--- config.mk ---
export PLATFORM = sky130hd
export DESIGN_NAME = wdt_guard
export DESIGN_NICKNAME = d
export VERILOG_FILES = /design/src/rtl/wdt_pkg.sv /design/src/rtl/wdt_bus_decode.sv /design/src/rtl/wdt_counter.sv /design/src/rtl/wdt_rstflag.sv /design/src/rtl/wdt_guard.sv
export SDC_FILE = /design/constraint.sdc
export NUM_CORES = 1
export LEC_CHECK = 0
export BUFFER_PORTS_ARGS = -buffer_cell sky130_fd_sc_hd__buf_2
export CORE_MARGIN = 2
export CORE_UTILIZATION = 57
export CTS_BUF_LIST = sky130_fd_sc_hd__clkbuf_4 sky130_fd_sc_hd__clkbuf_8 sky130_fd_sc_hd__clkbuf_16
export CTS_CLUSTER_SIZE = 40
export DETAILED_ROUTE_END_ITERATION = 10
export PLACE_DENSITY = 0.84
export REMOVE_ABC_BUFFERS = 1
export SYNTH_ARGS = -nofsm -noshare
export SYNTH_HDL_FRONTEND = slang
export SYNTH_HIERARCHICAL = 1
export SYNTH_SLANG_ARGS = --single-unit
--- constraint.sdc ---
create_clock -name clk -period 3.18 [get_ports clk]
set_input_delay 0.795 -clock clk [delete_from_list [all_inputs] [get_ports clk]]
set_output_delay 0.795 -clock clk [all_outputs]
set_load 0.02 [all_outputs]
--- src/rtl/wdt_pkg.sv ---
package wdt_pkg;
  localparam int unsigned KEY_BITS = 8;
  localparam logic [KEY_BITS-1:0] KEY_LOAD_CNT  = 8'h5A;
  localparam logic [KEY_BITS-1:0] KEY_LOAD_CTRL = 8'hA5;

  typedef enum logic [1:0] {
    SEL_CTRL  = 2'd0,
    SEL_CNT   = 2'd1,
    SEL_RSTAT = 2'd2,
    SEL_NONE  = 2'd3
  } reg_sel_e;
endpackage

--- src/rtl/wdt_bus_decode.sv ---
module wdt_bus_decode
  import wdt_pkg::*;
#(
  parameter int unsigned ADDR_W = 2,
  parameter int unsigned DATA_W = 16
) (
  input  logic              wr_i,
  input  logic [ADDR_W-1:0] addr_i,
  input  logic [1:0]        be_i,
  input  logic [DATA_W-1:0] wdata_i,
  output logic              cnt_load_o,
  output logic              ctrl_load_o,
  output logic              rstat_wr_o,
  output logic [DATA_W/2-1:0] payload_o
);
  localparam int unsigned HALF_W = DATA_W / 2;

  logic [HALF_W-1:0] key;
  logic              shared_hit;

  always_comb begin
    key         = wdata_i[DATA_W-1:HALF_W];
    payload_o   = wdata_i[HALF_W-1:0];
    // only whole-word writes to the shared address count
    shared_hit  = wr_i && (addr_i == ADDR_W'(SEL_CTRL)) && (&be_i);
    cnt_load_o  = shared_hit && (key == HALF_W'(KEY_LOAD_CNT));
    ctrl_load_o = shared_hit && (key == HALF_W'(KEY_LOAD_CTRL));
    rstat_wr_o  = wr_i && (addr_i == ADDR_W'(SEL_RSTAT)) && be_i[0];
  end
endmodule

--- src/rtl/wdt_counter.sv ---
module wdt_counter #(
  parameter int unsigned CNT_W     = 8,
  parameter int unsigned PULSE_LEN = 8
) (
  input  logic             clk,
  input  logic             rst_n,
  input  logic             tick_i,
  input  logic             en_i,
  input  logic             wdmode_i,
  input  logic             load_i,
  input  logic [CNT_W-1:0] load_val_i,
  output logic [CNT_W-1:0] cnt_o,
  output logic             trip_o,
  output logic             pulse_o
);
  localparam int unsigned PW = $clog2(PULSE_LEN + 1);

  logic [CNT_W-1:0] cnt_q, cnt_d;
  logic [PW-1:0]    pls_q, pls_d;
  logic             busy, wrap, cnt_en, pls_en;

  always_comb begin
    busy   = (pls_q != '0);
    wrap   = !busy && !load_i && tick_i && en_i && (cnt_q == '1);
    trip_o = wrap && wdmode_i;

    cnt_en = busy || load_i || (tick_i && en_i);
    if (busy)        cnt_d = '0;
    else if (load_i) cnt_d = load_val_i;
    else             cnt_d = cnt_q + 1'b1;

    pls_en = trip_o || busy;
    if (trip_o) pls_d = PW'(PULSE_LEN);
    else        pls_d = pls_q - 1'b1;
  end

  always_ff @(posedge clk or negedge rst_n) begin
    if (!rst_n) begin
      cnt_q <= '0;
      pls_q <= '0;
    end else begin
      if (cnt_en) cnt_q <= cnt_d;
      if (pls_en) pls_q <= pls_d;
    end
  end

  assign cnt_o   = cnt_q;
  assign pulse_o = busy;
endmodule

--- src/rtl/wdt_rstflag.sv ---
module wdt_rstflag (
  input  logic clk,
  input  logic rst_n,
  input  logic set_i,
  input  logic rd_hit_i,
  input  logic wr_hit_i,
  input  logic wbit_i,
  output logic flag_o,
  output logic armed_o
);
  logic flag_q, flag_d, armed_q, armed_d, do_clr;

  always_comb begin
    do_clr = wr_hit_i && armed_q && !wbit_i;
    flag_d = flag_q;
    if (set_i)       flag_d = 1'b1;
    else if (do_clr) flag_d = 1'b0;

    armed_d = armed_q;
    if (wr_hit_i)                armed_d = 1'b0;
    else if (rd_hit_i && flag_q) armed_d = 1'b1;
  end

  always_ff @(posedge clk or negedge rst_n) begin
    if (!rst_n) begin
      flag_q  <= 1'b0;
      armed_q <= 1'b0;
    end else begin
      flag_q  <= flag_d;
      armed_q <= armed_d;
    end
  end

  assign flag_o  = flag_q;
  assign armed_o = armed_q;
endmodule

--- src/rtl/wdt_guard.sv ---
module wdt_guard
  import wdt_pkg::*;
#(
  parameter int unsigned ADDR_W    = 2,
  parameter int unsigned DATA_W    = 16,
  parameter int unsigned CNT_W     = 8,
  parameter int unsigned PULSE_LEN = 8,
  parameter int unsigned EN_BIT    = 5,
  parameter int unsigned MODE_BIT  = 6
) (
  input  logic                  clk,
  input  logic                  rst_n,
  input  logic                  tick_i,
  input  logic [ADDR_W-1:0]     bus_addr_i,
  input  logic                  bus_wr_i,
  input  logic                  bus_rd_i,
  input  logic [1:0]            bus_be_i,
  input  logic [DATA_W-1:0]     bus_wdata_i,
  output logic [DATA_W/2-1:0]   bus_rdata_o,
  output logic                  chip_rst_o
);
  localparam int unsigned HALF_W = DATA_W / 2;

  logic [1:0]        rst_sync_q;
  logic              rst_n_int;
  logic              cnt_load, ctrl_load, rstat_wr, trip, rd_hit;
  logic [HALF_W-1:0] payload;
  logic [HALF_W-1:0] ctrl_q;
  logic [CNT_W-1:0]  cnt_q;
  logic              flag_q, armed_q;

  // asynchronous assert, synchronous release
  always_ff @(posedge clk or negedge rst_n) begin
    if (!rst_n) rst_sync_q <= 2'b00;
    else        rst_sync_q <= {rst_sync_q[0], 1'b1};
  end
  assign rst_n_int = rst_sync_q[1];

  wdt_bus_decode #(.ADDR_W(ADDR_W), .DATA_W(DATA_W)) u_dec (
    .wr_i        (bus_wr_i),
    .addr_i      (bus_addr_i),
    .be_i        (bus_be_i),
    .wdata_i     (bus_wdata_i),
    .cnt_load_o  (cnt_load),
    .ctrl_load_o (ctrl_load),
    .rstat_wr_o  (rstat_wr),
    .payload_o   (payload)
  );

  always_ff @(posedge clk or negedge rst_n_int) begin
    if (!rst_n_int)     ctrl_q <= '0;
    else if (ctrl_load) ctrl_q <= payload;
  end

  wdt_counter #(.CNT_W(CNT_W), .PULSE_LEN(PULSE_LEN)) u_cnt (
    .clk        (clk),
    .rst_n      (rst_n_int),
    .tick_i     (tick_i),
    .en_i       (ctrl_q[EN_BIT]),
    .wdmode_i   (ctrl_q[MODE_BIT]),
    .load_i     (cnt_load),
    .load_val_i (payload[CNT_W-1:0]),
    .cnt_o      (cnt_q),
    .trip_o     (trip),
    .pulse_o    (chip_rst_o)
  );

  assign rd_hit = bus_rd_i && (bus_addr_i == ADDR_W'(SEL_RSTAT));

  wdt_rstflag u_flag (
    .clk      (clk),
    .rst_n    (rst_n_int),
    .set_i    (trip),
    .rd_hit_i (rd_hit),
    .wr_hit_i (rstat_wr),
    .wbit_i   (payload[HALF_W-1]),
    .flag_o   (flag_q),
    .armed_o  (armed_q)
  );

  always_comb begin
    case (bus_addr_i)
      ADDR_W'(SEL_CTRL):  bus_rdata_o = ctrl_q;
      ADDR_W'(SEL_CNT):   bus_rdata_o = HALF_W'(cnt_q);
      ADDR_W'(SEL_RSTAT): bus_rdata_o = {flag_q, 1'b0, {(HALF_W-2){1'b1}}};
      default:            bus_rdata_o = '0;
    endcase
  end
endmodule

# Word-level counts from Yosys, hierarchy flattened
# Index checks and enable logic that the tools add are counted.
# W data, S select, Z words.
# op_classes
n_mul	0
n_addsub	2
shifts	0
n_reduce_logical	27
order_cmp	0
eq_ne	5
n_bitwise	0
div_mod_pow	0
mux	8
# op_table
op	n
$pmux W8 S3	1
$eq A8 B8 Y1 const B	2
$logic_and A1 B1 Y1	16
$mux W8	2
$add A8 B1 Y8 const B	1
$eq A8 B7 Y1 const B	1
$mux W1	4
$mux W4	1
$reduce_bool A2 Y1	2
$reduce_bool A4 Y1	1
$sub A4 B1 Y4 const B	1
$logic_not A1 Y1	3
$logic_or A1 B1 Y1	3
$eq A2 B1 Y1 const B	1
$eq A2 B2 Y1 const B	1
$logic_not A2 Y1	1
$reduce_and A2 Y1	1
# word_totals
inputBits	25
regBits	24
n_memories	0
out_inout_bits	9
rom_bits	0
latchBits	0
ramBits	0
wordCells	48

# Depth between registers and ports, before layout
# logic_depth
ltp_word	11
ltp_mapped	8
depth_no_buf	7

# Hierarchy
# Netlist, hierarchy kept.
# modules_own_cells
module	n_inst	cells_each	area_each_um2
wdt_counter	1	71	690.7
wdt_guard	1	42	530.5
wdt_bus_decode	1	18	163.9
wdt_rstflag	1	7	72.6

# Least setup slack after synthesis
# No wires, ideal clock.
# synth_path
kind	input -> output
startpoint	in bus_addr_i[0]
endpoint	out bus_rdata_o[3]
arrival_ns	1.392
cell_stages	4
path_slack_ns	0.993
path_buffers	2
path_cell_list	buf_6 -> nor2b_4 -> buf_6 -> o2bb2ai_1
# synth_between
elab_chain_len	2
# synth_rtl
element	line_no	source
from (decl)	wdt_guard.sv:14	input logic [ADDR_W-1:0] bus_addr_i,
$eq A2 B2 Y1, or another cell as far along	wdt_guard.sv:82	case (bus_addr_i)
$pmux W8 S3 *	wdt_guard.sv:82	
to (decl)	wdt_guard.sv:19	output logic [DATA_W/2-1:0] bus_rdata_o,
# Mark *: on every way between the ends. The rest lies on a longest branch, timed or not.

# Worst setup path after layout
# layout_path
startpoint	reg u_cnt.pls_q[0]
endpoint	out chip_rst_o
# layout_between
elab_chain_len	1
# layout_rtl
element	line_no	source
from (decl)	wdt_counter.sv:19	logic [PW-1:0] pls_q, pls_d;
from (signal assigned)	wdt_counter.sv:43	if (pls_en) pls_q <= pls_d;
$reduce_bool A4 Y1	wdt_counter.sv:23	busy = (pls_q != '0);
to (decl)	wdt_guard.sv:20	output logic chip_rst_o
# Every way passes these cells.

==> metrics.log <==
INFO  metric ctsRootBufferMaster = sky130_fd_sc_hd__clkbuf_4
INFO  metric top_level_ports = 34
INFO  metric crit_arrival = 1960 ps
INFO  metric synth-edff-count = 0
INFO  metric status = completed
INFO  metric synth.top_cell.area_share = 0.412
INFO  metric worstPathCellList = inv_1 > ha_1 > and2_1 > clkinv_1 > buf_2
INFO  metric min_path_type = in2async
INFO  metric vdd_ir_drop_max = 0.000356 V
INFO  metric proportion_of_power_drawn_by_combinational_gates = 0.089
INFO  metric routed_wl = 2960 um
INFO  metric max-clock-path-buffers = 2
INFO  metric iter_0_drt_violations = 14
INFO  metric critical_path_peak_fanout = 9
INFO  metric initial_core_util = 0.594
INFO  metric fin_crit = 2750 ps
INFO  metric ys_seq_area_frac = 0.412
INFO  metric max_capacitance_violation_count = 0
INFO  metric power_switching_share = 0.219
INFO  metric ctsHoldBuffers = 0
INFO  metric setup.worst_path.end_class = output pin
INFO  metric setup_repair_after_global_routing_missed_its_margin = false
INFO  metric path_class = reg2out
INFO  metric cell_variety_after_synth = 36
INFO  metric synth.top_cells.by_area = sky130_fd_sc_hd__dfrtp_1, sky130_fd_sc_hd__mux2_2, sky130_fd_sc_hd__nor2_1, sky130_fd_sc_hd__buf_4, sky130_fd_sc_hd__mux2i_1
INFO  metric setup_viol = 0
INFO  metric critPathTopFamily = buffers and inverters
INFO  metric core_region_area = 2450 um^2
INFO  metric power.switching = 0.129 mW
INFO  metric synth.cell_area = 1460 um^2
INFO  metric first_global_vias = 1150
INFO  metric clock_power_share = 0.375
INFO  metric cts_resized = 0
INFO  metric grt_antenna_before_repair = 0
INFO  metric clk-insertion-delay-late = 320 ps
INFO  metric timing.critical_path.from_type = register
INFO  metric power.density = 365 nW/um^2
INFO  metric rr_worst_depth = 7
INFO  metric synth.ff_latch_count = 24
INFO  metric final.setup_skew = 6.60 ps
INFO  metric synth_largest_area_cell = sky130_fd_sc_hd__dfrtp_1
INFO  metric fin_setup_tns = 0 ps
INFO  metric dieHeight = 54.6 um
INFO  metric power.sequential.fraction = 0.536
INFO  metric synth_top_family_by_area = simple AND/OR/NAND/NOR gates
INFO  metric final_worst_path_cycle_share = 0.865
INFO  metric vias = 1113
INFO  metric place_hpwl = 2240 um
INFO  metric synth-adder-area-share = 0.0258
INFO  metric fmax = 363 MHz
INFO  metric yosys_most_used_dff = sky130_fd_sc_hd__dfrtp_1
INFO  metric h_tree_depth = 1
INFO  metric drive_gt1_frac = 0.340
INFO  metric synth-async-reset-ratio = 1.00
INFO  metric path_buf_inv = 3
INFO  metric finish.utilization = 0.657
INFO  metric globalplace.congestion = 0.824
INFO  metric static-leakage-power = 0.820 nW
INFO  metric die_w = 54.6 um
INFO  metric area_delta_synth_final = 10.7%
INFO  metric antenna_left = 0
INFO  metric timing_hold_violations_final = 0
INFO  metric slew-limit-headroom = 0.430
INFO  metric detailedPlace.worstSlack = 669 ps
INFO  metric drt-pass1-iter-count = 4
INFO  metric worst_path_max_delay_cell = sky130_fd_sc_hd__dfrtp_1
INFO  metric place.port_buffers = 33
INFO  metric worstSetupPathDepth = 5
INFO  metric global_route_wire_length_before_repair = 4830 um
INFO  metric power.internal = 0.460 mW
INFO  metric worst_path_required_time = 2380 ps
INFO  metric floorplan.die_area = 2980 um^2
INFO  metric timing_max_transition_violations_final = 0
INFO  metric route.detailed.drc = 0
INFO  metric synth.cells.most_frequent = sky130_fd_sc_hd__dfrtp_1, sky130_fd_sc_hd__nor2_1, sky130_fd_sc_hd__buf_4, sky130_fd_sc_hd__mux2_2, sky130_fd_sc_hd__a21oi_1
INFO  metric finalNetCount = 191
INFO  metric design_power_total = 0.589 mW
INFO  metric antenna_cells_inserted = 0
INFO  metric numCtsBuffers = 3
INFO  metric clk_pin_slew = 130 ps
INFO  metric grt_max_degree = 23
INFO  metric dominant_cell_by_count_in_the_synthesized_netlist = sky130_fd_sc_hd__dfrtp_1
INFO  metric rows = 18
INFO  metric finalHoldWorstSlack = 220 ps
INFO  metric post_cts_buffers = 0
INFO  metric tritoncts = done
INFO  metric routedWlPerCell = 15.4 um
INFO  metric fin_ws = 429 ps
INFO  metric synthXorXnorAreaFrac = 0.0481
INFO  metric clock_sink_count = 24
INFO  metric synthesis.area_per_instance = 10.6 um^2
INFO  metric synth-compound-area-share = 0.125
INFO  metric syn-instance-count = 138
INFO  metric overflow = 0
INFO  metric synth.mux.area_fraction = 0.0961
INFO  metric worst_slew_pin_slew = 855 ps
INFO  metric vias_per_cell = 5.80
INFO  metric slowest_delay = 450 ps
INFO  metric grt_util_all_layers = 0.235
INFO  metric synth.yosys.warnings = 6
INFO  metric synth-simple-area-share = 0.204
## cells in the final DEF, fill, tap and decap left out, types with 2 or more instances in the layout
cell | Yosys | final
sky130_fd_sc_hd__o2bb2ai_1 | 4 | 4
sky130_fd_sc_hd__a21oi_1 | 7 | 7
sky130_fd_sc_hd__nor2_1 | 21 | 21
sky130_fd_sc_hd__clkbuf_4 | 0 | 3
sky130_fd_sc_hd__xor2_1 | 4 | 4
sky130_fd_sc_hd__o21ai_0 | 4 | 4
sky130_fd_sc_hd__mux2_2 | 8 | 8
sky130_fd_sc_hd__nand4_1 | 2 | 2
sky130_fd_sc_hd__nor4_2 | 2 | 2
sky130_fd_sc_hd__buf_2 | 1 | 33
sky130_fd_sc_hd__nand4bb_1 | 4 | 4
sky130_fd_sc_hd__and4_1 | 2 | 2
sky130_fd_sc_hd__mux2i_1 | 5 | 5
sky130_fd_sc_hd__nand3_1 | 3 | 3
sky130_fd_sc_hd__xnor2_1 | 4 | 4
sky130_fd_sc_hd__ha_1 | 3 | 3
sky130_fd_sc_hd__o2bb2ai_2 | 3 | 3
sky130_fd_sc_hd__nand2_1 | 5 | 5
sky130_fd_sc_hd__dfrtp_1 | 24 | 24
sky130_fd_sc_hd__inv_1 | 4 | 4
sky130_fd_sc_hd__a211oi_1 | 3 | 3
## registers in the layout (all words and copies together), names as in the netlist
name	flops
ctrl_q	8
rst_sync_q	2
u_cnt/cnt_o	8
u_cnt/pls_q	4
u_flag/armed_o	1
u_flag/flag_o	1
## power groups by stage
stage | logic (mW) | clock network (mW) | registers, mW
after floorplan | 0.0235 | 0 | 0.320
after global placement | 0.0502 | 0 | 0.322
after detailed placement | 0.0526 | 0 | 0.322
after CTS | 0.0530 | 0.226 | 0.316
after global routing | 0.0576 | 0.238 | 0.317
final | 0.0522 | 0.221 | 0.316
## path summary, 6_finish.rpt
check	endpoint	slack (ps)	startpoint
max in group asynchronous	ctrl_q[6]	2290	rst_sync_q[1]
worst max register to register	u_flag/flag_o	1270	u_cnt/pls_q[0]
worst max-delay path	chip_rst_o	430	u_cnt/pls_q[0]
worst min-delay path	rst_sync_q[0]	220	rst_n
min in group clk	rst_sync_q[1]	360	rst_sync_q[0]
worst min register to register	u_cnt/pls_q[3]	360	rst_sync_q[1]
## per-layer routing
metal | global-route usage | vias to the layer above | share of wire
li1 | - | 531 | -
met1 | 0.258 | 538 | 0.39
met2 | 0.430 | 40 | 0.53
met5 | 0 | - | 0
met3 | 0.0492 | 4 | 0.069
met4 | 0.104 | 0 | 0.0091
## cells by family after synthesis
logic type,after synthesis
simple gates,46
xor+xnor,8
flops,24
other cells,1
buf+inv,19
compound gates,24
fa+ha+maj,3
mux,13
## stage by stage
step | instance area, um^2 | instances
6_report | 1610 | 192
5_1_grt | 1610 | 192
4_1_cts | 1610 | 192
3_5_place_dp | 1560 | 188
3_3_place_gp | 1560 | 188
2_1_floorplan | 1350 | 124
## cell type report
class / instances / area (um^2)
Inverter: 5 / 18.8
Tap cell: 30 / 37.5
Timing Repair Buffer: 34 / 173
Fill cell: 203 / 841
Multi-Input combinational cell: 95 / 732
Clock buffer: 3 / 22.5
Sequential cell: 24 / 601
Clock inverter: 1 / 30.0
Power figures use the tool's default switching activity.
